<file path="src/rtl/luh_pkg.sv">
package luh_pkg;

  // Widest register index any instance may use.
  localparam int MAX_AW = 8;

  typedef logic [MAX_AW-1:0] reg_idx_t;

  // True when a source field names the same register as the load target.
  // Register 0 is excluded when skip_zero is set.
  function automatic logic names_target(reg_idx_t dst, reg_idx_t src, logic skip_zero);
    logic same;
    logic zero_dst;
    same     = (dst == src);
    zero_dst = (dst == '0);
    return same && !(skip_zero && zero_dst);
  endfunction

endpackage

</file>
<file path="src/rtl/luh_src_match.sv">
module luh_src_match #(
  parameter int AW        = 5,
  parameter bit SKIP_ZERO = 1'b1
) (
  input  logic          load_valid,
  input  logic [AW-1:0] load_dst,
  input  logic [AW-1:0] src_reg,
  output logic          hit
);
  import luh_pkg::*;

  reg_idx_t dst_wide;
  reg_idx_t src_wide;

  assign dst_wide = reg_idx_t'(load_dst);
  assign src_wide = reg_idx_t'(src_reg);
  assign hit      = load_valid && names_target(dst_wide, src_wide, SKIP_ZERO);

endmodule

</file>
<file path="src/rtl/luh_bubble_mux.sv">
module luh_bubble_mux #(
  parameter int CW = 8
) (
  input  logic          kill,
  input  logic [CW-1:0] ctrl_in,
  output logic [CW-1:0] ctrl_out
);

  genvar b;
  generate
    for (b = 0; b < CW; b++) begin : g_bit
      assign ctrl_out[b] = ctrl_in[b] & ~kill;
    end
  endgenerate

endmodule

</file>
<file path="src/rtl/load_use_stall_unit.sv">
module load_use_stall_unit #(
  parameter int AW        = 5,
  parameter int CW        = 8,
  parameter bit SKIP_ZERO = 1'b1
) (
  input  logic          ex_mem_read,
  input  logic [AW-1:0] ex_rt,
  input  logic [AW-1:0] id_rs,
  input  logic [AW-1:0] id_rt,
  input  logic [CW-1:0] id_ctrl_in,
  output logic          pc_we,
  output logic          ifid_we,
  output logic [CW-1:0] ex_ctrl_out,
  output logic          stall
);

  localparam int NSRC = 2;

  logic [AW-1:0] src_fields [NSRC];
  logic [NSRC-1:0] src_hits;

  // Named events for the checker.
  logic hit_rs;
  logic hit_rt;

  assign src_fields[0] = id_rs;
  assign src_fields[1] = id_rt;

  genvar s;
  generate
    for (s = 0; s < NSRC; s++) begin : g_src
      luh_src_match #(
        .AW        (AW),
        .SKIP_ZERO (SKIP_ZERO)
      ) u_match (
        .load_valid (ex_mem_read),
        .load_dst   (ex_rt),
        .src_reg    (src_fields[s]),
        .hit        (src_hits[s])
      );
    end
  endgenerate

  assign hit_rs = src_hits[0];
  assign hit_rt = src_hits[1];

  assign stall   = |src_hits;
  assign pc_we   = ~stall;
  assign ifid_we = ~stall;

  luh_bubble_mux #(
    .CW (CW)
  ) u_bubble (
    .kill     (stall),
    .ctrl_in  (id_ctrl_in),
    .ctrl_out (ex_ctrl_out)
  );

endmodule

</file>
<file path="config.mk">
export PLATFORM = sky130hd
export DESIGN_NAME = load_use_stall_unit
export DESIGN_NICKNAME = d
export VERILOG_FILES = /design/src/rtl/luh_pkg.sv /design/src/rtl/luh_src_match.sv /design/src/rtl/luh_bubble_mux.sv /design/src/rtl/load_use_stall_unit.sv
export SDC_FILE = /design/constraint.sdc
export NUM_CORES = 1
export LEC_CHECK = 0
export BUFFER_PORTS_ARGS = -buffer_cell sky130_fd_sc_hd__buf_2
export CAP_MARGIN = 20
export CORE_AREA = 2 2 39 41
export DETAILED_ROUTE_END_ITERATION = 10
export DIE_AREA = 0 0 41 43
export SLEW_MARGIN = 25
export SYNTH_ARGS = -nofsm -noshare
export SYNTH_HDL_FRONTEND = slang
export SYNTH_SLANG_ARGS = --single-unit
</file>
<file path="constraint.sdc">
create_clock -name vclk -period 1.19
set_input_delay 0.119 -clock vclk [all_inputs]
set_output_delay 0.119 -clock vclk [all_outputs]
set_load 0.01 [all_outputs]
</file>
; ---- Yosys cells after proc, flatten, opt, wreduce, memory -nomap -nowiden
; Cells that the tools add are included.
[op_classes]
bitwise = 9
addsub = 0
shift = 0
div = 0
multipliers = 0
mux = 0
eq_ne = 2
order_cmp = 0
n_reduce_logical = 7
[op_table]
columns = operator, n
row1 = $eq A5 B5 Y1, 2
row2 = $and A1 B1 Y1, 8
row3 = $logic_not A8 Y1, 1
row4 = $logic_and A1 B1 Y1, 4
row5 = $reduce_or A2 Y1, 1
row6 = $logic_not A1 Y1, 1
row7 = $not A1 Y1, 1
[totals]
ram_bits = 0
mem_count = 0
reg_bits = 0
rom_bits = 0
latchBits = 0
out_inout_bits = 11

; ---- Longest topological paths before layout
; Gate-level depths: netlist of run 1.
[logic_depth]
ltp_word = 7
depth_mapped = 5
ltp_nobuf = 4

; ---- By module
; A second synthesis of run 1 with hierarchy kept.
[hier_totals]
cells_unflattened = 31
area_unflattened_um2 = 217.7
[by_module_without_submodules]
columns = module, instances, cells_each, area_per_inst_um2
row1 = luh_src_match, 2, 10, 75.1
row2 = luh_bubble_mux, 1, 8, 50.0
row3 = load_use_stall_unit, 1, 3, 17.5

; ---- Worst setup path after synthesis of run 1
; No wires, ideal clock.
[synth_path]
path_kind = input to output
start = input ex_rt[4]
end = output pc_we
t_arrival_ps = 1146
cell_stages = 4
required_time_ps = 1071
slack_ps = -75
n_path_buf = 1
path_cell_list = or4_1 > o21a_4 > nand2_1 > buf_4
[synth_between]
elab_chain_cells = 6
[synth_rtl]
columns = element, line_no
row1 = from (decl), load_use_stall_unit.sv:7  ; input logic [AW-1:0] ex_rt,
row2 = $logic_not A8 Y1, luh_pkg.sv:14  ; zero_dst = (dst == '0);
row3 = $logic_not A1 Y1, luh_pkg.sv:15  ; return same && !(skip_zero && zero_dst);
row4 = $logic_and A1 B1 Y1, luh_pkg.sv:15
row5 = $logic_and A1 B1 Y1, luh_src_match.sv:17  ; assign hit = load_valid && names_target(dst_wide, src_wide, SKIP_ZERO);
row6 = $reduce_or A2 Y1 (*), load_use_stall_unit.sv:47  ; assign stall = |src_hits;
row7 = $not A1 Y1 (*), --
row8 = to (decl), load_use_stall_unit.sv:11  ; output logic pc_we,
; Every way passes the cells marked *; elsewhere a longest branch is shown, timed or not.

; ---- Worst setup path in the final report of run 1
[layout_path]
start = input ex_rt[1]
end = output ex_ctrl_out[3]
[layout_between]
elab_chain_cells = 7
[layout_rtl]
columns = element, line_no
row1 = $logic_not A8 Y1, luh_pkg.sv:14
row2 = $logic_not A1 Y1, luh_pkg.sv:15
row3 = $logic_and A1 B1 Y1, luh_pkg.sv:15
row4 = $logic_and A1 B1 Y1, luh_src_match.sv:17
row5 = $reduce_or A2 Y1 (*), load_use_stall_unit.sv:47
row6 = $not A1 Y1 (*), luh_bubble_mux.sv:12  ; assign ctrl_out[b] = ctrl_in[b] & ~kill;
row7 = $and A1 B1 Y1 (*), luh_bubble_mux.sv:12
row8 = to (decl), load_use_stall_unit.sv:13  ; output logic [CW-1:0] ex_ctrl_out,
; Marked as above.

==> flow_summary_export.csv, run 1 <==
group,metric,value,unit
worst_hold_path,hp-class,"in -> out",
floorplan,rows,14,
finish,ff_latch_area,0,sq um
worst_setup_path,required,1.07,ns
placed_design,dp_cells,83,
detailed_routing,drt_wl_total,909,microns
timing,min_period_over_period,115.3,%
power_and_ir_drop,irDropWorstVdd,0.0001265,V
global_route,antenna_found_initial,0,
detailed_routing,drt_iter0_markers,0,
detailed_routing,drt-vias-per-instance,4.306,
finish,nClkBuffers,0,
synth,syn_nets,52,
detailed_routing,highest_layer,"met3",
clock_network,cts_setup_buffers,0,
timing,drv_slew,0,
synth,yosys-top-cells-count,"10 x xnor2_1, 7 x a21boi_1, 3 x nand2_1, 2 x nand3_1",
timing,min_period,1.372,ns
flow_run,cap_violations,0,
timing,max_freq,0.7290,GHz
timing,fin_ws,-0.1817,ns
placed_design,place_area,496.7,sq um
global_route,gr-total-overflow,0,
synth,synth.cell_area,221.5,sq um
finish,fill_cells,138,
timing,slew_headroom,85.21,%
finish,syn_to_final_growth,185.3,%
detailed_routing,dr.pass1.iters,1,
worst_hold_path,worstHoldPathCells,3,
finish,instances_no_fill,85,
floorplan,core_area,1384,sq um
synth,synth_cells,28,
worst_setup_path,start_kind,"primary input",
worst_hold_path,hp-start,"id_ctrl_in[2]",
global_route,grt_pass1_wl,1373,microns
global_route,grt_start_max_net_pins,11,
floorplan,die_h,43,microns
timing,setup_viol,11,
worst_setup_path,crit_fanout,5,
detailed_routing,ant_nets,0,
placed_design,place_ws,-0.2822,ns
finish,seq_cells,0,
floorplan,die-area,1763,sq um
status,violations,"negative setup slack",
finish,diodes,0,
detailed_routing,drc,0,
power_and_ir_drop,p_total,0.2433,mW
status,outcome,"finished with violations",
synth,ys_warn_count,0,
timing,hold_viol,0,
worst_setup_path,end_kind,"output port",
worst_setup_path,cp.arrival,1.25,ns
worst_setup_path,worstSetupPathType,"in -> out",
floorplan,ios,35,
power_and_ir_drop,p_per_area,385.1,nW/um^2
synth,synth-seq-area-share,0,%
global_route,grt_pass1_vias,369,
detailed_routing,via_count,366,
synth,synth.most_common_cell,"xnor2_1",
floorplan,die_w,41,microns
detailed_routing,wl_met2,528,microns
synth,post-synth-top-area-cell,"xnor2_1",
power_and_ir_drop,p_leak,0.2977,nW
synth,synthDominantCellAreaShare,39.55,%
timing,worstMarginPinSlew,0.2218,ns
synth,synth_cell_type_count,10,
synth,syn_avg_cell_area,7.909,sq um
worst_hold_path,holdPathEnd,"ex_ctrl_out[2]",
global_route,grt.total_usage,10.29,%
floorplan,initial_utilization,16.00,%
placed_design,gp_congestion,0.5864,
finish,final_nets,95,
detailed_routing,route.met3.wl,58,microns
detailed_routing,m1WireLength,322,microns
detailed_routing,wl_per_cell,10.69,microns
placed_design,portBuffers,35,
finish,drive_above_1_share,88.41,%
timing,rsz0062_at_grt,"true",
synth,ys_top_cells_by_area,"xnor2_1 40%, a21boi_1 24%, o21a_4 6.8%",
timing,whs,0.5583,ns
finish,stdcell_area,631.9,sq um
per-layer routing:
| metal | GRT usage [%] | vias to the layer above |
|---|---|---|
| li1 | - | 182 |
| met1 | 11.71 | 167 |
| met2 | 20.63 | 17 |
| met3 | 0 | 0 |
| met4 | 0 | 0 |
| met5 | 0 | - |
worst max-delay path, cell delays in order:
cell	delay, ns
buf_6	0.09
or4_4	0.54
o21a_4	0.24
a21boi_2	0.12
buf_2	0.14
worst max path at each step:
stage | from | cells after the start | slack (ns) | to
global route | ex_rt[1] | 5 | -0.22 | ex_ctrl_out[4]
floorplan | ex_rt[4] | 5 | -0.04 | pc_we
finish | ex_rt[1] | 5 | -0.18 | ex_ctrl_out[3]
global placement | ex_rt[4] | 5 | -0.27 | stall
detailed placement | ex_rt[4] | 5 | -0.28 | stall
CTS | ex_rt[1] | 5 | -0.19 | ex_ctrl_out[3]
kinds of logic (layout without fill, tap and decap cells):
group	count (synthesis)	after routing	synth area share, %
AND/OR/NAND/NOR	7	7	15.82
buffers and inverters	1	41	3.391
AO/OA/AOI/OAI	10	11	41.24
XOR/XNOR	10	10	39.55
metrics by stage:
step	util [%]	setup TNS, ns
floorplan	-	-0.2782
global placement	35.90	-2.438
detailed placement	35.90	-2.559
CTS	38.97	-1.843
global route	45.66	-2.249
finish	45.66	-1.800
cells in the final DEF (no fill, tap or decap):
cell type / netlist / routed
buf_2: 0 / 29
a21boi_2: 1 / 8
buf_6: 0 / 8
xnor2_1: 10 / 6
xnor2_2: 0 / 4
nand3_2: 0 / 2
nand2_1: 3 / 2
o21a_4: 1 / 2
buf_4: 1 / 2
o22ai_4: 0 / 1
or4_4: 0 / 1
and2_4: 0 / 1
nand2_4: 0 / 1
clkbuf_16: 0 / 1
buf_12: 0 / 1
where the power goes:
part	total [mW]	internal [mW]	switching, mW	leakage (nW)
clock	0	0	0	0
sequential	0	0	0	0
combinational	0.243	0.143	0.101	0.298
total	0.243	0.143	0.101	0.298
layout make-up:
cell class | count | area, sq um | area share, %
Timing Repair Buffer | 41 | 295.3 | 46.73
Multi-Input combinational cell | 28 | 316.6 | 50.10
Tap cell | 16 | 20.02 | 3.168
what timing repair did:
action                     CTS  global route
hold buffers                 0             0
cloned                       1             1
gates resized for setup      6            11
setup endpoints to repair   11            11
pin swaps                    6             6
Note: power is estimated with default switching activity, not from simulation.
==> run 2, diff against run 1 <==
==> constraint.sdc (replaced) <==
create_clock -name vclk -period 1.19
set_input_delay 0.0595 -clock vclk [all_inputs]
set_output_delay 0.0595 -clock vclk [all_outputs]
set_load 0.01 [all_outputs]
==> run 2 against run 1 <==
The flow still finishes with violations (negative setup slack). Die area is the same. Critical path type unchanged. Flip-flop and latch count did not move. First-iteration DRC count unchanged. Count of clock-buffer cells in the layout is the same.
==> flow_summary_export.csv, run 2 (synthesized netlist as in run 1, its figures left out) <==
group,metric,value,unit
status,outcome,"finished with violations",
status,violations,"negative setup slack",
clock_network,hold_buffers,0,
global_route,grt.total_usage,8.392,%
floorplan,die_w,41,microns
detailed_routing,drc,0,
floorplan,die_h,43,microns
floorplan,core_area,1384,sq um
finish,diodes,0,
finish,syn_to_final_growth,124.3,%
timing,drv_slew,0,
floorplan,rows,14,
global_route,grt_pass1_vias,311,
worst_setup_path,cp.arrival,1.20,ns
detailed_routing,ant_nets,0,
global_route,grt_pass1_wl,1104,microns
worst_setup_path,required,1.13,ns
timing,fin_ws,-0.06969,ns
placed_design,portBuffers,35,
timing,whs,0.4387,ns
worst_hold_path,worstHoldPathCells,3,
finish,seq_cells,0,
worst_setup_path,cp_top_family,"simple AND/OR/NAND/NOR gates",
finish,nClkBuffers,0,
power_and_ir_drop,irDropWorstVdd,0.0001022,V
worst_setup_path,critPathBufInv,2,
worst_setup_path,end_kind,"output port",
finish,final_common_cell,"buf_2",
timing,rsz0062_at_grt,"true",
timing,setup_viol,9,
finish,layout_common_cells,"34 x buf_2, 9 x xnor2_1, 4 x a21boi_2, 4 x a21boi_1, 4 x buf_4",
power_and_ir_drop,p_per_area,367.8,nW/um^2
detailed_routing,via_count,340,
timing,worstMarginPinSlew,0.1308,ns
timing,setup-tns-final,-0.4766,ns
placed_design,gp_congestion,0.6162,
finish,final_nets,94,
finish,fill_cells,165,
detailed_routing,drt-vias-per-instance,4.048,
global_route,gr-total-overflow,0,
floorplan,initial_utilization,16.00,%
global_route,antenna_found_initial,0,
placed_design,dpl.hpwl,653.6,microns
finish,drive_above_1_share,73.53,%
detailed_routing,drt_wl_total,739,microns
floorplan,ios,35,
worst_setup_path,slowest_stage,"or4_4",
global_route,grt_start_max_net_pins,11,
detailed_routing,drt_iter0_markers,0,
floorplan,die-area,1763,sq um
flow_run,cap_violations,0,
detailed_routing,wl_per_cell,8.798,microns
worst_setup_path,cp_num_cells,5,
worst_setup_path,worstSetupPathType,"in -> out",
detailed_routing,dr.pass1.iters,1,
worst_setup_path,start_kind,"primary input",
timing,min_period_over_period,105.9,%
timing,slew_headroom,91.21,%
worst_hold_path,hp-class,"in -> out",
worst_setup_path,crit_chain,"buf_6, or4_4, o21a_4, and2_1, buf_2",
timing,hold_viol,0,
timing,min_period,1.260,ns
finish,ff_latch_area,0,sq um
worst_setup_path,cp_slowest_stage_delay,0.54,ns
worst_setup_path,crit_fanout,5,
power_and_ir_drop,p_leak,0.2396,nW
timing,max_freq,0.7938,GHz
power_and_ir_drop,p_total,0.1827,mW
run 2: cell type report:
class	count	area [sq um]	share of cell area (%)
timing repair buffer	40	222.7	44.84
multi-input combinational	28	254.0	51.13
tap	16	20.02	4.030
run 2: path summary, 6_finish.rpt:
check                startpoint              to  slack, ns
hold / removal    id_ctrl_in[0]  ex_ctrl_out[0]       0.44
setup / recovery       ex_rt[1]           stall      -0.07
run 2: metrics by stage:
| stage | utilization (%) | setup slack, ns | instances | cell area (sq um) |
|---|---|---|---|---|
| 3_5_place_dp | 32.28 | -0.1106 | 83 | 446.7 |
| 3_3_place_gp | 32.28 | -0.1002 | 83 | 446.7 |
| 6_report | 35.90 | -0.06969 | 84 | 496.7 |
| 4_1_cts | 34.27 | -0.08623 | 84 | 474.2 |
| 5_1_grt | 35.90 | -0.1139 | 84 | 496.7 |
| 2_1_floorplan | - | 0.04432 | 28 | 221.5 |
run 2: worst min-delay path: stages:
cell and delay (ns):
buf_2 0.07, a21boi_2 0.12, buf_2 0.13
run 2: metal layers:
layer	global-route usage [%]	wire (microns)	vias up	share of wire [%]
li1	-	-	181	-
met1	9.177	280	145	38
met2	17.19	414	14	56
met3	0	44	0	6.0
met4	0	0	0	0
met5	0	0	-	0
run 2: power breakdown:
part | leakage [nW] | internal, mW | switching, mW
logic | 0.240 | 0.106 | 0.0768
clock network | 0 | 0 | 0
registers | 0 | 0 | 0
run 2: timing repair:
action,CTS,global route
buffers inserted,0,0
gates resized for setup,4,5
endpoints found under the hold margin,0,0
endpoints found under the setup margin,11,11
gates cloned,1,0
pin swaps,11,1
